**src/rtl/sram_ctl_pkg.sv**
```systemverilog
package sram_ctl_pkg;
  typedef enum logic [2:0] {
    PH_IDLE   = 3'd0,
    PH_SETUP  = 3'd1,
    PH_STROBE = 3'd2,
    PH_HOLD   = 3'd3,
    PH_RECOV  = 3'd4
  } phase_e;

  function automatic int max_int(input int a, input int b);
    return (a > b) ? a : b;
  endfunction
endpackage

```
**src/rtl/sram_phase_cnt.sv**
```systemverilog
module sram_phase_cnt #(
  parameter int CNT_W = 3
) (
  input  logic             clk,
  input  logic             rst_n,
  input  logic             load,
  input  logic [CNT_W-1:0] load_val,
  output logic             last
);
  logic [CNT_W-1:0] cnt_q, cnt_d;

  always_comb begin
    cnt_d = cnt_q;
    if (load) cnt_d = load_val;
    else if (cnt_q != '0) cnt_d = cnt_q - 1'b1;
  end

  always_ff @(posedge clk or negedge rst_n) begin
    if (!rst_n) cnt_q <= '0;
    else        cnt_q <= cnt_d;
  end

  assign last = (cnt_q == '0);
endmodule

```
**src/rtl/sram_phase_fsm.sv**
```systemverilog
module sram_phase_fsm
  import sram_ctl_pkg::*;
#(
  parameter int CNT_W      = 3,
  parameter int SETUP_LEN  = 1,
  parameter int STROBE_LEN = 5,
  parameter int HOLD_LEN   = 1,
  parameter int RECOV_LEN  = 1
) (
  input  logic             clk,
  input  logic             rst_n,
  input  logic             start,
  input  logic             last,
  output phase_e           phase,
  output phase_e           phase_nxt,
  output logic             load,
  output logic [CNT_W-1:0] load_val
);
  phase_e phase_q, phase_d;

  always_comb begin
    phase_d  = phase_q;
    load     = 1'b0;
    load_val = '0;
    unique case (phase_q)
      PH_IDLE: if (start) begin
        phase_d = PH_SETUP;  load = 1'b1; load_val = CNT_W'(SETUP_LEN - 1);
      end
      PH_SETUP: if (last) begin
        phase_d = PH_STROBE; load = 1'b1; load_val = CNT_W'(STROBE_LEN - 1);
      end
      PH_STROBE: if (last) begin
        phase_d = PH_HOLD;   load = 1'b1; load_val = CNT_W'(HOLD_LEN - 1);
      end
      PH_HOLD: if (last) begin
        phase_d = PH_RECOV;  load = 1'b1; load_val = CNT_W'(RECOV_LEN - 1);
      end
      PH_RECOV: if (last) phase_d = PH_IDLE;
      default: phase_d = PH_IDLE;
    endcase
  end

  always_ff @(posedge clk or negedge rst_n) begin
    if (!rst_n) phase_q <= PH_IDLE;
    else        phase_q <= phase_d;
  end

  assign phase     = phase_q;
  assign phase_nxt = phase_d;
endmodule

```
**src/rtl/sram_async_ctl.sv**
```systemverilog
module sram_async_ctl
  import sram_ctl_pkg::*;
#(
  parameter int ADDR_W        = 19,
  parameter int DATA_W        = 16,
  parameter int SETUP_CYC     = 1,
  parameter int STROBE_CYC    = 5,
  parameter int HOLD_CYC      = 1,
  parameter int RECOV_CYC     = 1,
  parameter int CYCLE_MIN_CYC = 6
) (
  input  logic              clk,
  input  logic              rst_n,
  input  logic              req_valid,
  output logic              req_ready,
  input  logic              req_write,
  input  logic [ADDR_W-1:0] req_addr,
  input  logic [DATA_W-1:0] req_wdata,
  input  logic [1:0]        req_mask,
  output logic              rsp_done,
  output logic [DATA_W-1:0] rsp_rdata,
  output logic [ADDR_W-1:0] mem_addr,
  output logic              mem_cs_n,
  output logic              mem_cs,
  output logic              mem_bc_lo_n,
  output logic              mem_bc_hi_n,
  output logic              mem_we_n,
  output logic              mem_oe_n,
  output logic [DATA_W-1:0] mem_dq_o,
  output logic              mem_dq_oe,
  input  logic [DATA_W-1:0] mem_dq_i
);
  localparam int LANE_W    = DATA_W / 2;
  localparam int ACTIVE    = SETUP_CYC + STROBE_CYC + HOLD_CYC;
  localparam int RECOV_EFF = max_int(RECOV_CYC, CYCLE_MIN_CYC - ACTIVE);
  localparam int MAX_LEN   = max_int(max_int(SETUP_CYC, STROBE_CYC),
                                     max_int(HOLD_CYC, RECOV_EFF));
  localparam int CNT_W     = max_int(1, $clog2(MAX_LEN + 1));

  // reset: asserted asynchronously, released after two clocks
  logic [1:0] rst_sync_q;
  logic       rst_i_n;
  always_ff @(posedge clk or negedge rst_n) begin
    if (!rst_n) rst_sync_q <= 2'b00;
    else        rst_sync_q <= {rst_sync_q[0], 1'b1};
  end
  assign rst_i_n = rst_sync_q[1];

  phase_e           phase, phase_nxt;
  logic             start, last, load;
  logic [CNT_W-1:0] load_val;

  assign req_ready = rst_i_n && (phase == PH_IDLE);
  assign start     = req_valid && req_ready;

  sram_phase_fsm #(
    .CNT_W(CNT_W), .SETUP_LEN(SETUP_CYC), .STROBE_LEN(STROBE_CYC),
    .HOLD_LEN(HOLD_CYC), .RECOV_LEN(RECOV_EFF)
  ) u_fsm (
    .clk(clk), .rst_n(rst_i_n), .start(start), .last(last),
    .phase(phase), .phase_nxt(phase_nxt), .load(load), .load_val(load_val)
  );

  sram_phase_cnt #(.CNT_W(CNT_W)) u_cnt (
    .clk(clk), .rst_n(rst_i_n), .load(load), .load_val(load_val), .last(last)
  );

  // request capture, clock-enabled by acceptance
  logic [ADDR_W-1:0] addr_q;
  logic [DATA_W-1:0] wdata_q;
  logic [1:0]        mask_q, mask_nxt;
  logic              write_q, write_nxt;

  assign mask_nxt  = start ? req_mask  : mask_q;
  assign write_nxt = start ? req_write : write_q;

  always_ff @(posedge clk or negedge rst_i_n) begin
    if (!rst_i_n) begin
      addr_q  <= '0;
      wdata_q <= '0;
      mask_q  <= '0;
      write_q <= 1'b0;
    end else if (start) begin
      addr_q  <= req_addr;
      wdata_q <= req_wdata;
      mask_q  <= req_mask;
      write_q <= req_write;
    end
  end

  // registered pin controls, decoded from the next phase
  logic       sel_nxt, strobe_nxt;
  logic [1:0] bc_n_nxt, bc_n_q;
  logic       sel_q, we_n_q, oe_n_q, dq_oe_q;

  assign sel_nxt    = (phase_nxt == PH_SETUP) || (phase_nxt == PH_STROBE) ||
                      (phase_nxt == PH_HOLD);
  assign strobe_nxt = (phase_nxt == PH_STROBE);

  logic [DATA_W-1:0] rd_nxt;
  for (genvar ln = 0; ln < 2; ln++) begin : g_lane
    assign bc_n_nxt[ln] = ~(sel_nxt & mask_nxt[ln]);
    assign rd_nxt[ln*LANE_W +: LANE_W] =
      mask_q[ln] ? mem_dq_i[ln*LANE_W +: LANE_W] : '0;
  end

  always_ff @(posedge clk or negedge rst_i_n) begin
    if (!rst_i_n) begin
      sel_q   <= 1'b0;
      bc_n_q  <= 2'b11;
      we_n_q  <= 1'b1;
      oe_n_q  <= 1'b1;
      dq_oe_q <= 1'b0;
    end else begin
      sel_q   <= sel_nxt;
      bc_n_q  <= bc_n_nxt;
      we_n_q  <= ~(strobe_nxt & write_nxt);
      oe_n_q  <= ~(strobe_nxt & ~write_nxt);
      dq_oe_q <= strobe_nxt & write_nxt;
    end
  end

  // read capture and completion pulse
  logic              capture;
  logic              done_q;
  logic [DATA_W-1:0] rdata_q;
  assign capture = (phase == PH_STROBE) && last;

  always_ff @(posedge clk or negedge rst_i_n) begin
    if (!rst_i_n) done_q <= 1'b0;
    else          done_q <= capture;
  end

  always_ff @(posedge clk or negedge rst_i_n) begin
    if (!rst_i_n)                  rdata_q <= '0;
    else if (capture && !write_q)  rdata_q <= rd_nxt;
    else if (capture)              rdata_q <= '0;
  end

  assign rsp_done    = done_q;
  assign rsp_rdata   = rdata_q;
  assign mem_addr    = addr_q;
  assign mem_cs_n    = ~sel_q;
  assign mem_cs      = sel_q;
  assign mem_bc_lo_n = bc_n_q[0];
  assign mem_bc_hi_n = bc_n_q[1];
  assign mem_we_n    = we_n_q;
  assign mem_oe_n    = oe_n_q;
  assign mem_dq_o    = wdata_q;
  assign mem_dq_oe   = dq_oe_q;
endmodule

```
**config.mk**
```make
export PLATFORM = sky130hd
export DESIGN_NAME = sram_async_ctl
export DESIGN_NICKNAME = d
export VERILOG_FILES = /design/src/rtl/sram_ctl_pkg.sv /design/src/rtl/sram_phase_cnt.sv /design/src/rtl/sram_phase_fsm.sv /design/src/rtl/sram_async_ctl.sv
export SDC_FILE = /design/constraint.sdc
export NUM_CORES = 1
export LEC_CHECK = 0
export ABC_CLOCK_PERIOD_IN_PS = 2750
export BUFFER_PORTS_ARGS = -buffer_cell sky130_fd_sc_hd__buf_2
export CORE_AREA = 3 3 83 85
export DETAILED_ROUTE_END_ITERATION = 8
export DIE_AREA = 0 0 86 88
export GPL_TIMING_DRIVEN = 0
export MAX_ROUTING_LAYER = met4
export PLACE_DENSITY = 0.83
export SLEW_MARGIN = 20
export SYNTH_ARGS = -nofsm -noshare
export SYNTH_HDL_FRONTEND = slang
export SYNTH_SLANG_ARGS = --single-unit
```
**constraint.sdc**
```tcl
create_clock -name clk -period 2.75 [get_ports clk]
set_clock_uncertainty 0.1 [all_clocks]
set_input_delay 0 -clock clk [delete_from_list [all_inputs] [get_ports clk]]
set_output_delay 0 -clock clk [all_outputs]
set_load 0.03 [all_outputs]
```
; ---- Word-level counts from Yosys, hierarchy flattened
; Cells that the tools add are included.
[word_totals]
regBits = 69
output_inout_bits = 60
wordCells = 64
[op_classes]
n_addsub = 1
n_eq_ne = 7
muxes = 19
n_bitwise = 10
reduce_logical = 13
[op_table]
columns = operator, n
row1 = 16-bit two-way mux, 2
row2 = 3-bit two-way mux, 9
row3 = 8-bit two-way mux, 2
row4 = 3-bit one-hot mux with 5 select lines, 1
row5 = 3-bit by 2-bit == test with 1-bit output (second input constant), 4
row6 = 3-bit by 1-bit == test with 1-bit output (second input constant), 2
row7 = 3-bit zero test, 2
row8 = 1-bit NOT, 6
row9 = 1-bit AND, 4
row10 = 1-bit logical AND, 4
row11 = 2-bit nonzero test, 2
row12 = 3-bit == test (second input constant), 1
row13 = 1-bit two-way mux, 3
row14 = 3-bit nonzero test, 1
row15 = 3-bit OR reduction, 1
row16 = 3-bit by 1-bit subtractor with 3-bit output (second input constant), 1
row17 = 1-bit logical OR, 2
row18 = 2-bit two-way mux, 1
row19 = 1-bit one-hot mux with 2 select lines, 1
row20 = 1-bit zero test, 1

; ---- Depth between registers and ports, before layout
[depth]
depth_word = 10
depth_mapped = 7

; ---- By module
; A second synthesis with hierarchy kept.
[hier_totals]
hier_cells = 221
area_unflattened_um2 = 2906.5
[modules_own_cells]
columns = module, n_inst, cells_per_inst, area_per_inst_um2, seq_area_each_um2
row1 = sram_async_ctl, 1, 180, 2517.4, 1581.5
row2 = sram_phase_cnt, 1, 21, 200.2, 75.1
row3 = sram_phase_fsm, 1, 20, 188.9, 75.1

; ---- Worst setup path before layout
; Ideal clock, no wire load.
[synth_timing]
path_kind = reg2reg
from = register rst_sync_q[1]
to = register mask_q[1]
setup_time_ns = 0.125
t_arrival_ns = 3.216
path_slack_ns = -0.691
path_stages_with_launch = 5
n_path_buf = 1
synth_period_minus_slack_ns = 3.441
path_cell_list = dfrtp_1 > nor4b_4 > and2_1 > buf_2 > mux2_2
[synth_via]
elab_chain_len = 3
[synth_lines]
columns = element, line_no
row1 = start: declaration, sram_async_ctl.sv:41  ; logic [1:0] rst_sync_q;
row2 = start signal: assignment, sram_async_ctl.sv:45  ; else rst_sync_q <= {rst_sync_q[0], 1'b1};
row3 = 1-bit logical AND, sram_async_ctl.sv:53  ; assign req_ready = rst_i_n && (phase == PH_IDLE);
row4 = via req_ready, sram_async_ctl.sv:15  ; output logic req_ready,
row5 = 1-bit logical AND, sram_async_ctl.sv:54  ; assign start = req_valid && req_ready;
row6 = 2-bit two-way mux, --
row7 = via mask_nxt[1], sram_async_ctl.sv:71  ; logic [1:0] mask_q, mask_nxt;
row8 = end signal: assignment, sram_async_ctl.sv:86  ; mask_q <= req_mask;
row9 = end: declaration, sram_async_ctl.sv:71
; The timed path passes the listed nets, and every way through them passes these cells.
; A chain may end at the register's enable or synchronous reset.

; ---- Worst setup path after layout
[layout_timing]
from = register rst_sync_q[1]
to = register mask_q[1]
[layout_via]
elab_chain_len = 3
[layout_lines]
columns = element, line_no
row1 = 1-bit logical AND, sram_async_ctl.sv:53
row2 = 1-bit logical AND, sram_async_ctl.sv:54
row3 = 2-bit two-way mux, --
row4 = via mask_nxt[1], sram_async_ctl.sv:71
; The timed path passes the listed nets, and every way through them passes these cells.

==> flow_summary.ini <==
[yosys]
synth_edf_count = 0
netlist_area_um2 = 2925
synth_xor_area_frac = 0.002994
synth_flop_cell = dfrtp_1
synth-simple-area-share = 0.07742
seq_area_frac_synth = 0.5920
synthAdderAreaFrac = 0.008554
ys_types = 35
syn_nets = 266
synth_top_family_by_area = multiplexers
synthMuxAreaShare = 0.2395
syn_avg_cell_area_um2 = 14.13
yosys_register_bits = 69
synth-compound-area-share = 0.02737
ys_warn_count = 0
async_flop_share = 1.000
synth_cells = 207

[placed_design]
port_buffers = 116
gp_congestion = 0.7563
dpl_worst_slack_ns = 0.6569
hpwl_mm = 4.379

[cells_and_area]
postLayoutCoreUtil = 0.6990
drive_gt1_frac = 0.4736
finalNetCount = 451
num_antenna_cells = 0
mostFrequentLayoutCells = 118 x buf_2, 64 x dfrtp_1, 57 x dlygate4sd3_1, 30 x mux2_4, 20 x inv_1
fillers = 447
area_delta_synth_final_pct = 50.00
final_common_cell = buf_2

[global_routing]
grt_max_degree = 36
grt.overflow.total = 0
antenna_found_initial = 0
grt_pass1_wl_mm = 11.78
grtUsageTotal = 0.2109
grt_pass1_vias = 2437

[clock_tree]
cts_setup_buffers = 0
numCtsBuffers = 9
cts.repair.resized = 0
clk_pin_slew_ns = 0.07
cts_root_buffer = clkbuf_8
clk_latency_ns = 0.34
tritoncts = built
clk_path_buf_depth = 2
cts_htree_levels = 3
cts_sinks = 69

[route]
ant_nets = 0
wl_mm = 7.341
wire_per_inst_um = 15.49
firstDrtPassIters = 4
drtIter0Drc = 59
viasPerCell = 4.795
vias = 2273
drc_errors = 0

[critical_path]
cp_slowest_cell = dfrtp_4
startpoint = rst_sync_q[1]
cp.required_ns = 2.87
worstReg2RegEnd = mask_q[1]
startpoint_type = flip-flop
cp_cell_sequence = nor4b_4 -> and2_1 -> buf_2 -> mux2_2
crit_fanout = 34
critPathCapture = mask_q[1]
rrSetupSlack_ns = 0.69
critPathMaxStageDelay_ns = 0.72
crit_type = flip-flop to flip-flop
arrival_ns = 2.18
timing.rr.start = rst_sync_q[1]
reg2regPathDepth = 4
cp-end-kind = flip-flop

[sta]
period_share = 0.7483
grt_setup_unrepaired = no
finalCriticalPeriod_ns = 2.058
final_max_slew_viol_count = 0
worst_slack_ns = 0.6923
hold_viol_final = 0
max_freq_mhz = 486.0
setup_viol = 0

[floorplanning]
ios = 117
core_area_um2 = 6277
rows = 29
dieArea_um2 = 7568
die-width_um = 86
die_y_um = 88
start_util = 0.4660

[pwr]
p_leak_nw = 2.254
ir_drop_mv = 0.8821
p_per_area_nw_per_um2 = 1155

[worst_hold_path]
hp-class = flip-flop to asynchronous set/reset pin

[job]
drv_cap = 0

[status]
status = complete, no violations
-- worst min path at each step --
| stage | endpoint | from | cells after the start | slack, ns |
|---|---|---|---|---|
| 6_report | mem_addr[17] | rst_sync_q[1] | 0 | 0.18 |
| 2_1_floorplan | rst_sync_q[0] | rst_n | 0 | -0.40 |
| 3_3_place_gp | rst_sync_q[0] | rst_n | 1 | -0.31 |
| 5_1_grt | mem_addr[17] | rst_sync_q[1] | 0 | 0.22 |
| 3_5_place_dp | rst_sync_q[0] | rst_n | 1 | -0.31 |
| 4_1_cts | mem_addr[17] | rst_sync_q[1] | 0 | 0.21 |
-- through the flow --
stage | hold slack [ns] | instances | TNS [ns] | power, mW | cell area [µm²]
after floorplan | -0.3956 | 207 | 0 | 3.528 | 2927
after global routing | 0.2236 | 474 | 0 | 5.374 | 4388
after CTS | 0.2085 | 474 | 0 | 5.077 | 4388
final | 0.1813 | 474 | 0 | 5.069 | 4388
after detailed placement | -0.3090 | 401 | 0 | 4.188 | 3626
after global placement | -0.3143 | 400 | -1.177 | 4.112 | 3603
-- state kept, by name, indices dropped and copies added, names as in the netlist, 2 cells and up --
register / count
bc_n_q: 2
mask_q: 2
mem_addr: 19
mem_dq_o: 16
rsp_rdata: 16
rst_sync_q: 2
u_cnt.cnt_q: 3
u_fsm.phase: 3
-- where the power goes --
| group | internal [mW] | switching, mW |
|---|---|---|
| Clock | 0.438 | 0.361 |
| Combinational | 1.03 | 1.48 |
| Sequential | 1.48 | 0.283 |
| Total | 2.95 | 2.12 |
-- repair_timing --
item	4_1_cts	5_1_grt
endpoints found under the hold margin	59	0
endpoints found under the setup margin	0	0
hold buffers	57	0
-- metal layers --
layer	up-vias	wire length [µm]	GRT usage	share of wire
met5	-	0	-	0
met4	0	116	0.08058	0.016
met3	14	445	0.04798	0.061
met2	91	3903	0.3651	0.53
met1	1111	2875	0.2374	0.39
li1	1057	-	-	-
-- Yosys cell counts, types with 2 or more instances --
cell type	number	area, µm²
nor2b_1	4	25.02
ha_1	2	25.02
inv_1	20	75.07
dfrtp_1	65	1627
a21oi_1	2	10.01
mux2_4	30	450.4
nand2_1	17	63.81
mux2_2	8	90.09
nand3b_1	2	15.01
or3b_2	2	17.52
buf_6	4	45.04
dfstp_2	4	105.1
nor3_1	2	10.01
buf_1	2	7.510
mux2i_1	16	160.2
a22oi_1	3	22.52
buf_2	2	10.01
nand2b_1	4	25.02
nand3_1	2	10.01
-- critical path, delay by kind of cell (launching register included) --
kind                   cells  cell delay (ns)
DFF                        1             0.72
muxes                      1             0.35
and+or+nand+nor            2             0.56
buffers and inverters      1             0.19
-- cells by family (layout without fill, tap and decap cells) --
group           Yosys count  after routing
compound gates           11             11
xor+xnor                  1              1
fa+ha+maj                 2              2
buf+inv                  30            220
flops                    69             69
mux                      54             54
other cells               1              1
simple gates             39             39
-- area by class of cell --
class	count	area (µm²)	area share
repair buffers	174	1171	0.2669
plain buffers	10	73.82	0.01682
clock inverters	5	50.05	0.01141
clock buffers	11	141.4	0.03222
multi-input cells	108	1045	0.2381
well taps	77	96.34	0.02196
flip-flops and latches	69	1735	0.3955
inverters	20	75.07	0.01711
No activity file was read; power rests on OpenSTA's default activity.
